### config.mk
export PLATFORM = sky130hd
export DESIGN_NAME = sertgt_port
export DESIGN_NICKNAME = d
export VERILOG_FILES = /design/src/rtl/sertgt_pkg.sv /design/src/rtl/sertgt_sync.sv /design/src/rtl/sertgt_edge.sv /design/src/rtl/sertgt_rxshift.sv /design/src/rtl/sertgt_fsm.sv /design/src/rtl/sertgt_port.sv
export SDC_FILE = /design/constraint.sdc
export NUM_CORES = 1
export LEC_CHECK = 0
export BUFFER_PORTS_ARGS = -buffer_cell sky130_fd_sc_hd__buf_2
export CELL_PAD_IN_SITES_DETAIL_PLACEMENT = 1
export CELL_PAD_IN_SITES_GLOBAL_PLACEMENT = 1
export CORE_MARGIN = 4
export CORE_UTILIZATION = 43
export CTS_CLUSTER_SIZE = 16
export DETAILED_ROUTE_END_ITERATION = 8
export PLACE_DENSITY = 0.86
export RECOVER_POWER = 25
export SLEW_MARGIN = 10
export SYNTH_ARGS = -nofsm -noshare
export SYNTH_HDL_FRONTEND = slang
export SYNTH_SLANG_ARGS = --single-unit
### constraint.sdc
create_clock -name clk -period 1.95 [get_ports clk]
set_input_delay 0.0975 -clock clk [delete_from_list [all_inputs] [get_ports clk]]
set_output_delay 0.0975 -clock clk [all_outputs]
set_load 0.01 [all_outputs]
### src/rtl/sertgt_pkg.sv
package sertgt_pkg;

    typedef enum logic [3:0] {
        ST_IDLE,
        ST_HS_WAIT,
        ST_HS_ONE,
        ST_HS_ZERO,
        ST_TX_BIT,
        ST_RX_RISE,
        ST_RX_FALL,
        ST_POST_WAIT,
        ST_POST_ZERO
    } tgt_state_e;

    typedef enum logic {
        DIR_RX = 1'b0,
        DIR_TX = 1'b1
    } xfer_dir_e;

endpackage

### src/rtl/sertgt_sync.sv
module sertgt_sync #(
    parameter int WIDTH  = 2,
    parameter int STAGES = 2
) (
    input  logic             clk,
    input  logic             rst_n,
    input  logic [WIDTH-1:0] d,
    output logic [WIDTH-1:0] q
);

    genvar i;
    generate
        for (i = 0; i < WIDTH; i++) begin : g_bit
            logic [STAGES-1:0] pipe;
            always_ff @(posedge clk or negedge rst_n) begin
                if (!rst_n) begin
                    pipe <= '0;
                end else begin
                    pipe <= {pipe[STAGES-2:0], d[i]};
                end
            end
            assign q[i] = pipe[STAGES-1];
        end
    endgenerate

endmodule

### src/rtl/sertgt_edge.sv
module sertgt_edge (
    input  logic clk,
    input  logic rst_n,
    input  logic level,
    output logic rise,
    output logic fall
);

    logic prev;

    always_ff @(posedge clk or negedge rst_n) begin
        if (!rst_n) begin
            prev <= 1'b0;
        end else begin
            prev <= level;
        end
    end

    assign rise = level & ~prev;
    assign fall = ~level & prev;

endmodule

### src/rtl/sertgt_rxshift.sv
module sertgt_rxshift #(
    parameter int BITS = 8
) (
    input  logic            clk,
    input  logic            rst_n,
    input  logic            clear,
    input  logic            shift_en,
    input  logic            ser_in,
    output logic [BITS-1:0] word
);

    // New bits enter at the top so the first one ends up in bit 0.
    always_ff @(posedge clk or negedge rst_n) begin
        if (!rst_n) begin
            word <= '0;
        end else if (clear) begin
            word <= '0;
        end else if (shift_en) begin
            word <= {ser_in, word[BITS-1:1]};
        end
    end

endmodule

### src/rtl/sertgt_fsm.sv
module sertgt_fsm
    import sertgt_pkg::*;
#(
    parameter int BITS     = 8,
    parameter int ZERO_CYC = 2
) (
    input  logic            clk,
    input  logic            rst_n,
    input  logic            sck_rise,
    input  logic            sck_fall,
    input  logic [BITS-1:0] tx_byte,
    input  logic            tx_start,
    input  logic            rx_req,
    output logic            rx_clear,
    output logic            rx_shift,
    output logic            rx_valid,
    output logic            sda_o,
    output logic            sda_oe,
    output logic            busy
);

    localparam int BCW = $clog2(BITS + 1);
    localparam int ZCW = $clog2(ZERO_CYC + 1);
    localparam logic [BCW-1:0] BIT_LAST  = BCW'(BITS - 1);
    localparam logic [ZCW-1:0] ZERO_LAST = ZCW'(ZERO_CYC - 1);

    tgt_state_e      state, state_n;
    xfer_dir_e       dir;
    logic [BCW-1:0]  bit_cnt;
    logic [ZCW-1:0]  zero_cnt;
    logic [BITS-1:0] tx_hold;

    logic acc_tx, acc_rx, bit_last, zero_last, in_zero;

    assign acc_tx    = (state == ST_IDLE) && tx_start;
    assign acc_rx    = (state == ST_IDLE) && !tx_start && rx_req;
    assign bit_last  = (bit_cnt == BIT_LAST);
    assign zero_last = (zero_cnt == ZERO_LAST);
    assign in_zero   = (state == ST_HS_ZERO) || (state == ST_POST_ZERO);

    // State register
    always_ff @(posedge clk or negedge rst_n) begin
        if (!rst_n) begin
            state <= ST_IDLE;
        end else begin
            state <= state_n;
        end
    end

    // Next-state logic
    always_comb begin
        state_n = state;
        unique case (state)
            ST_IDLE:      if (acc_tx || acc_rx) state_n = ST_HS_WAIT;
            ST_HS_WAIT:   if (sck_rise) state_n = ST_HS_ONE;
            ST_HS_ONE:    if (sck_rise) state_n = ST_HS_ZERO;
            ST_HS_ZERO:   if (zero_last) state_n = (dir == DIR_TX) ? ST_TX_BIT : ST_RX_RISE;
            ST_TX_BIT:    if (sck_rise && bit_last) state_n = ST_POST_WAIT;
            ST_RX_RISE:   if (sck_rise) state_n = ST_RX_FALL;
            ST_RX_FALL:   if (sck_fall) state_n = bit_last ? ST_POST_WAIT : ST_RX_RISE;
            ST_POST_WAIT: if (sck_rise) state_n = ST_POST_ZERO;
            ST_POST_ZERO: if (zero_last) state_n = ST_IDLE;
            default:      state_n = ST_IDLE;
        endcase
    end

    // Direction, bit counter, zero-drive timer and send shifter
    always_ff @(posedge clk or negedge rst_n) begin
        if (!rst_n) begin
            dir      <= DIR_RX;
            bit_cnt  <= '0;
            zero_cnt <= '0;
            tx_hold  <= '0;
        end else begin
            if (acc_tx) begin
                dir     <= DIR_TX;
                tx_hold <= tx_byte;
            end else if (acc_rx) begin
                dir <= DIR_RX;
            end

            if (state == ST_HS_ZERO) begin
                bit_cnt <= '0;
            end else if ((state == ST_TX_BIT && sck_rise) ||
                         (state == ST_RX_FALL && sck_fall)) begin
                bit_cnt <= bit_cnt + 1'b1;
            end

            if (in_zero && !zero_last) begin
                zero_cnt <= zero_cnt + 1'b1;
            end else begin
                zero_cnt <= '0;
            end

            if (state == ST_TX_BIT && sck_rise) begin
                tx_hold <= tx_hold >> 1;
            end
        end
    end

    // Output register
    always_ff @(posedge clk or negedge rst_n) begin
        if (!rst_n) begin
            sda_o    <= 1'b0;
            sda_oe   <= 1'b0;
            rx_valid <= 1'b0;
        end else begin
            rx_valid <= 1'b0;
            unique case (state)
                ST_HS_WAIT: if (sck_rise) begin
                    sda_oe <= 1'b1;
                    sda_o  <= 1'b1;
                end
                ST_HS_ONE: if (sck_rise) begin
                    sda_o <= 1'b0;
                end
                ST_HS_ZERO: if (zero_last) begin
                    sda_oe <= 1'b0;
                end
                ST_TX_BIT: if (sck_rise) begin
                    sda_oe <= 1'b1;
                    sda_o  <= tx_hold[0];
                end
                ST_RX_FALL: if (sck_fall && bit_last) begin
                    rx_valid <= 1'b1;
                end
                ST_POST_WAIT: if (sck_rise) begin
                    sda_oe <= 1'b1;
                    sda_o  <= 1'b0;
                end
                ST_POST_ZERO: if (zero_last) begin
                    sda_oe <= 1'b0;
                end
                default: ;
            endcase
        end
    end

    assign busy     = (state != ST_IDLE);
    assign rx_clear = acc_rx;
    assign rx_shift = (state == ST_RX_FALL) && sck_fall;

endmodule

### src/rtl/sertgt_port.sv
module sertgt_port #(
    parameter int BITS     = 8,
    parameter int ZERO_CYC = 2,
    parameter int STAGES   = 2
) (
    input  logic            clk,
    input  logic            rst_n,
    input  logic            sck_i,
    input  logic            sda_i,
    output logic            sda_o,
    output logic            sda_oe,
    input  logic [BITS-1:0] tx_byte,
    input  logic            tx_start,
    input  logic            rx_req,
    output logic [BITS-1:0] rx_byte,
    output logic            rx_valid,
    output logic            busy
);

    logic [1:0] sync_q;
    logic       sck_s, sda_s, sck_rise, sck_fall, rx_clear, rx_shift;

    sertgt_sync #(.WIDTH(2), .STAGES(STAGES)) u_sync (
        .clk   (clk),
        .rst_n (rst_n),
        .d     ({sda_i, sck_i}),
        .q     (sync_q)
    );

    assign sck_s = sync_q[0];
    assign sda_s = sync_q[1];

    sertgt_edge u_edge (
        .clk   (clk),
        .rst_n (rst_n),
        .level (sck_s),
        .rise  (sck_rise),
        .fall  (sck_fall)
    );

    sertgt_rxshift #(.BITS(BITS)) u_rx (
        .clk      (clk),
        .rst_n    (rst_n),
        .clear    (rx_clear),
        .shift_en (rx_shift),
        .ser_in   (sda_s),
        .word     (rx_byte)
    );

    sertgt_fsm #(.BITS(BITS), .ZERO_CYC(ZERO_CYC)) u_fsm (
        .clk      (clk),
        .rst_n    (rst_n),
        .sck_rise (sck_rise),
        .sck_fall (sck_fall),
        .tx_byte  (tx_byte),
        .tx_start (tx_start),
        .rx_req   (rx_req),
        .rx_clear (rx_clear),
        .rx_shift (rx_shift),
        .rx_valid (rx_valid),
        .sda_o    (sda_o),
        .sda_oe   (sda_oe),
        .busy     (busy)
    );

endmodule

==> results.cfg, run 1 <==
[synthesis]
synth-seq-cells = 35
ys_dominant_reg_cell = dfrtp_1
postSynth.asyncResetShare = 1.00
ys_warn_count = 0
syn_nets = 177
synth_top_area_share = 0.528
ys_top_cells_by_count = 35 x dfrtp_1, 18 x nor2_1, 14 x o21ai_0
post-synth-top-count-cell = dfrtp_1
synth_edf_count = 0
syn_avg_cell_area_um2 = 10.3
yosysUniqueCellTypes = 38
netlist_top_cells_area = dfrtp_1 53%, mux2i_1 4.8%, o21ai_0 4.2%
synth_cells = 161
synth_area_um2 = 1660
yosysSeqAreaShare = 0.528
synth_top_cell_by_area = dfrtp_1

[final_layout]
multi_input_area_um2 = 699
final_nets = 212
drive_gt1_frac = 0.203
fill_cells = 444
seqCellArea_um2 = 878
finalInstanceArea_um2 = 1980
synthToLayoutAreaGrowth_pct = 19.5
num_antenna_cells = 0

[worst_hold_path]
hold_class = primary input to register
min_from = tx_byte[7]
worstHoldEndpoint = u_fsm.tx_hold[7]
hold_path_depth = 3

[die]
ios = 26
die_w_um = 70.1
start_util = 0.449
core_area_um2 = 3690
rows = 22
die_y_um = 70.1
die-area_um2 = 4910

[global_route]
antenna_found_initial = 0
grt-ovfl-total = 0
grt_max_degree = 36
grt_pass1_vias = 1533
track_usage = 0.191
grt_pass1_wl_mm = 7.37

[clocking]
clk_latency_ns = 0.29
clock-root-buffer = clkbuf_8
cts_tree = done
cts.sinks = 35
cts_buffer_depth = 2
path_clk_slew_ns = 0.08
postCtsSetupBuffers = 0
cts_buffers = 5
h-tree-depth = 2

[route]
drcViolationCount = 0
wl_per_cell_um = 16.3
wirelength_mm = 4.00
via_count = 1356
drt-initial-drc-count = 82
ant_nets = 0
vias_per_cell = 5.53
firstDrtPassIters = 4

[sta]
post-route-period-util = 0.920
slew_violations = 0
max_freq_mhz = 558
setup-tns-final_ns = 0
rsz0062_at_grt = no
hold_viol_final = 0
hold_ws_ns = 0.0143
slew_headroom = 0.433
skew_ns = 0.00825
tightestPinTransition_ns = 0.851
fin_ws_ns = 0.156
setup_viol = 0
min_period_ns = 1.79

[pwr]
p_leak_nw = 0.952
peakVddDrop_mv = 0.641
power_density_nw_per_um2 = 1230

[critical_path]
worstReg2RegEnd = u_fsm.state[0]
cp_slowest_cell = o311a_1
arrival_ns = 2.00
cp-end-kind = register
cp.required_ns = 2.16
cpLargestDelayFamily = compound AO/OA/AOI/OAI gates
path_buf_inv = 0
reg2reg_depth = 5
path_class = register to register
r2r_start = u_fsm.bit_cnt[0]
cp_max_fo = 4
cpPeakStageDelay_ns = 0.41
path_cells = ha_1, nand3b_1, o311a_1, or3_1, a31oi_1
cp-start-kind = register
r2r_slack_ns = 0.16

[place]
place_ws_ns = 0.118
io_buffers = 25
placed_cell_area_um2 = 1850
hpwlAfterDp_mm = 2.82
gp_congestion = 0.883

[status]
outcome = finished clean

[run]
drv_cap = 0
power by group:
group          internal (mW)  total [mW]  switching, mW  leakage [nW]
Clock                  0.380       0.651          0.270        0.0581
Combinational          0.296       0.699          0.403         0.446
Sequential             0.895        1.09          0.198         0.448
Total                   1.57        2.44          0.871         0.952
tightest hold or removal path: stages:
cell and delay (ns):
buf_2 0.07, nand2_1 0.04, o21ai_0 0.06
cell usage in the layout, fill, tap and decap left out, drive strengths merged, types with 5 or more instances in the layout:
cell,Yosys,routed
a21oi,9,9
a22oi,7,7
buf,6,19
clkbuf,0,17
dfrtp,35,35
inv,12,12
mux2i,8,8
nand2,10,10
nand3,5,5
nor2,19,19
o21ai,16,16
registers in the layout, summed over array words and instances, names as in the netlist:
| name | cells |
|---|---|
| u_fsm.sda_o | 1 |
| u_fsm.state | 4 |
| u_fsm.dir | 1 |
| u_fsm.bit_cnt | 4 |
| u_fsm.rx_valid | 1 |
| u_fsm.zero_cnt | 2 |
| u_sync.g_bit.pipe | 4 |
| u_fsm.tx_hold | 8 |
| u_edge.prev | 1 |
| u_rx.word | 8 |
| u_fsm.sda_oe | 1 |
layer usage:
metal | wire length (µm) | share of wire | GRT usage
met1 | 1650 | 0.41 | 0.219
met2 | 2010 | 0.50 | 0.315
met3 | 164 | 0.041 | 0.0532
met4 | 174 | 0.044 | 0.115
met5 | 0 | 0 | 0
logic make-up after synthesis:
| logic type | share of synthesized area |
|---|---|
| buf+inv | 0.0528 |
| flops | 0.528 |
| mux | 0.0483 |
| xor+xnor | 0.0159 |
| compound gates | 0.152 |
| simple gates | 0.187 |
| fa+ha+maj | 0.0151 |
worst max-delay path by stage:
stage	startpoint	endpoint	slack, ns	depth (start not counted)
floorplan	u_fsm.state[3]	u_fsm.bit_cnt[2]	0.29	7
global placement	u_fsm.state[0]	u_fsm.state[0]	0.23	5
detailed placement	u_fsm.state[0]	u_fsm.state[0]	0.12	5
CTS	u_fsm.state[0]	u_fsm.state[0]	0.05	5
global route	u_fsm.bit_cnt[1]	u_fsm.state[0]	0.03	5
finish	u_fsm.bit_cnt[0]	u_fsm.state[0]	0.16	5
what timing repair did:
action	CTS	global route
gates resized for setup	0	3
hold buffers	3	0
endpoints found under the setup margin	0	12
hold endpoints to repair	37	0
layout make-up:
type / count / area share
clock buffers: 5 / 0.0347
clock inverters: 3 / 0.0221
inverters: 12 / 0.0227
multi-input cells: 108 / 0.353
flip-flops and latches: 35 / 0.443
well taps: 48 / 0.0303
repair buffers: 34 / 0.0941
per-stage QoR:
step,util,total power [mW],instances
3_3_place_gp,0.500,1.73,234
2_1_floorplan,-,1.53,161
5_1_grt,0.537,2.66,245
6_report,0.537,2.44,245
3_5_place_dp,0.500,1.79,234
4_1_cts,0.539,2.46,245
(Power assumes the default switching activity.)
==> inputs of run 2 (changes only) <==
--- a/config.mk
+++ b/config.mk
@@ -5,14 +5,15 @@
 export SDC_FILE = /design/constraint.sdc
 export NUM_CORES = 1
 export LEC_CHECK = 0
+export ABC_AREA = 1
 export BUFFER_PORTS_ARGS = -buffer_cell sky130_fd_sc_hd__buf_2
 export CELL_PAD_IN_SITES_DETAIL_PLACEMENT = 1
 export CELL_PAD_IN_SITES_GLOBAL_PLACEMENT = 1
 export CORE_MARGIN = 4
-export CORE_UTILIZATION = 43
+export CORE_UTILIZATION = 42
 export CTS_CLUSTER_SIZE = 16
 export DETAILED_ROUTE_END_ITERATION = 8
-export PLACE_DENSITY = 0.86
+export PLACE_DENSITY = 0.87
 export RECOVER_POWER = 25
 export SLEW_MARGIN = 10
 export SYNTH_ARGS = -nofsm -noshare
==> run 2 against run 1 <==
Setup slack gained 0.014 ns. Area after synthesis rose by 5.7%. Core utilization fell by 3.4 points. Non-clock buffer count down 5. Critical path type is now register to output pin. Critical endpoint is now busy. Largest power group is now combinational cells.
==> results.cfg, run 2 <==
[run]
drv_cap = 0

[route]
drt-initial-drc-count = 64
vias_per_cell = 5.27
wl_per_cell_um = 15.7
firstDrtPassIters = 4
ant_nets = 0
wirelength_mm = 4.59
via_count = 1540
drcViolationCount = 0

[global_route]
grt_pass1_vias = 1660
grt_max_degree = 36
grt_pass1_wl_mm = 8.02
track_usage = 0.200
antenna_found_initial = 0
grt-ovfl-total = 0

[worst_hold_path]
worstHoldEndpoint = u_fsm.tx_hold[7]
hold_class = primary input to register
hold_path_depth = 3
min_from = tx_byte[7]

[final_layout]
num_antenna_cells = 0
fill_cells = 505
synthToLayoutAreaGrowth_pct = 15.6
drive_gt1_frac = 0.174
final_nets = 257
top_regs = u_fsm.tx_hold x8, u_rx.word x8
layout_common_cells = 42 x nand2_1, 35 x dfrtp_1, 31 x nand3_1
final_cells = 292
finalInstanceArea_um2 = 2030
mostFrequentLayoutCell = nand2_1

[die]
die_w_um = 72.6
core_area_um2 = 4030
die_y_um = 72.6
ios = 26
start_util = 0.435
rows = 23
die-area_um2 = 5270

[status]
outcome = finished clean

[critical_path]
reg2reg_depth = 7
cp-start-kind = register
arrival_ns = 1.68
r2r_slack_ns = 0.36
cpMostUsedCell = inv_1
cp_slowest_cell = dfrtp_1
cp.required_ns = 1.85
path_cells = inv_1, nand2_1, nor2_2, buf_4, inv_1, buf_2
cp_max_fo = 8
cpPeakStageDelay_ns = 0.44
r2r_start = u_fsm.state[0]
path_class = register to output pin
worstReg2RegEnd = u_rx.word[0]
cp-end-kind = output pin

[synthesis]
ys_dominant_reg_cell = dfrtp_1
postSynth.asyncResetShare = 1.00
yosysUniqueCellTypes = 25
ys_top_cells_by_count = 42 x nand2_1, 35 x dfrtp_1, 31 x nand3_1
synth_top_area_share = 0.500
syn_avg_cell_area_um2 = 8.43
netlist_top_cells_area = dfrtp_1 50%, nand2_1 9.0%, nand3_1 8.9%
synth_top_cell_by_area = dfrtp_1
synth-seq-cells = 35
ys_warn_count = 0
synth_area_um2 = 1750
synth_cells = 208
synth_edf_count = 0
yosysSeqAreaShare = 0.500
post-synth-top-count-cell = nand2_1
syn_nets = 224

[place]
hpwlAfterDp_mm = 3.54
placed_cell_area_um2 = 1930
io_buffers = 25
place_inst = 281
gp_congestion = 0.909

[pwr]
power_density_nw_per_um2 = 1430
peakVddDrop_mv = 0.657
p_leak_nw = 1.05

[clocking]
cts_tree = done
cts.sinks = 35
cts_buffers = 5
clk_latency_ns = 0.30
postCtsSetupBuffers = 0
h-tree-depth = 2
cts_buffer_depth = 2
path_clk_slew_ns = 0.07
clock-root-buffer = clkbuf_8

[sta]
tightestPinTransition_ns = 0.884
skew_ns = 0.0119
hold_ws_ns = 0.0461
hold_viol_final = 0
slew_violations = 0
slew_headroom = 0.411
post-route-period-util = 0.913
min_period_ns = 1.78
setup-tns-final_ns = 0
max_freq_mhz = 562
rsz0062_at_grt = no
setup_viol = 0
run 2: through the flow:
step	utilization	power, mW	setup slack [ns]
after floorplan	-	2.02	0.672
after global placement	0.478	2.32	0.458
after detailed placement	0.478	2.40	0.383
after CTS	0.507	2.94	0.145
after global routing	0.503	3.14	0.0831
final	0.503	2.89	0.170
run 2: worst max path at each step:
stage	startpoint	endpoint	slack (ns)	cells after the start
final	u_fsm.state[3]	busy	0.17	6
after global routing	u_fsm.state[3]	busy	0.08	6
after CTS	u_fsm.state[3]	busy	0.14	6
after detailed placement	u_fsm.state[3]	u_rx.word[0]	0.38	7
after global placement	u_fsm.state[0]	u_fsm.tx_hold[4]	0.46	8
after floorplan	u_fsm.state[3]	u_rx.word[5]	0.67	7
run 2: power breakdown:
part / switching (mW) / internal, mW / leakage (nW)
Clock: 0.269 / 0.249 / 0.0412
Combinational: 0.843 / 0.421 / 0.560
Sequential: 0.167 / 0.945 / 0.451
run 2: cell type report:
type / count / area [µm²] / share of cell area
Tap cell: 50 / 62.6 / 0.0309
Sequential cell: 35 / 876 / 0.432
Clock inverter: 2 / 12.5 / 0.00617
Timing Repair Buffer: 29 / 149 / 0.0735
Inverter: 27 / 101 / 0.0500
Multi-Input combinational cell: 143 / 753 / 0.372
Clock buffer: 6 / 72.6 / 0.0358
run 2: critical path, delay by kind of cell (launching register included):
kind	cells	cell delay [ns]
AND/OR/NAND/NOR	2	0.37
flip-flops	1	0.44
buffers and inverters	4	0.58
run 2: kinds of logic after synthesis:
logic type | Yosys count | share of synthesized area
adders and majority gates | 2 | 0.0143
AOI/OAI and AO/OA | 26 | 0.0849
and+or+nand+nor | 113 | 0.320
DFF | 35 | 0.500
buffers and inverters | 30 | 0.0707
xor gates and xnor gates | 2 | 0.00999
run 2: layer usage:
layer,wire [µm],global-route usage,up-vias,share of wire
met1,1940,0.248,763,0.42
met3,138,0.0386,9,0.030
met2,2410,0.350,28,0.52
met5,0,0,-,0
met4,99,0.0656,0,0.022
li1,-,-,740,-
run 2: what timing repair did:
action | CTS | global route
hold endpoints to repair | 37 | 0
gates resized for setup | 0 | 0
hold buffers | 3 | 0
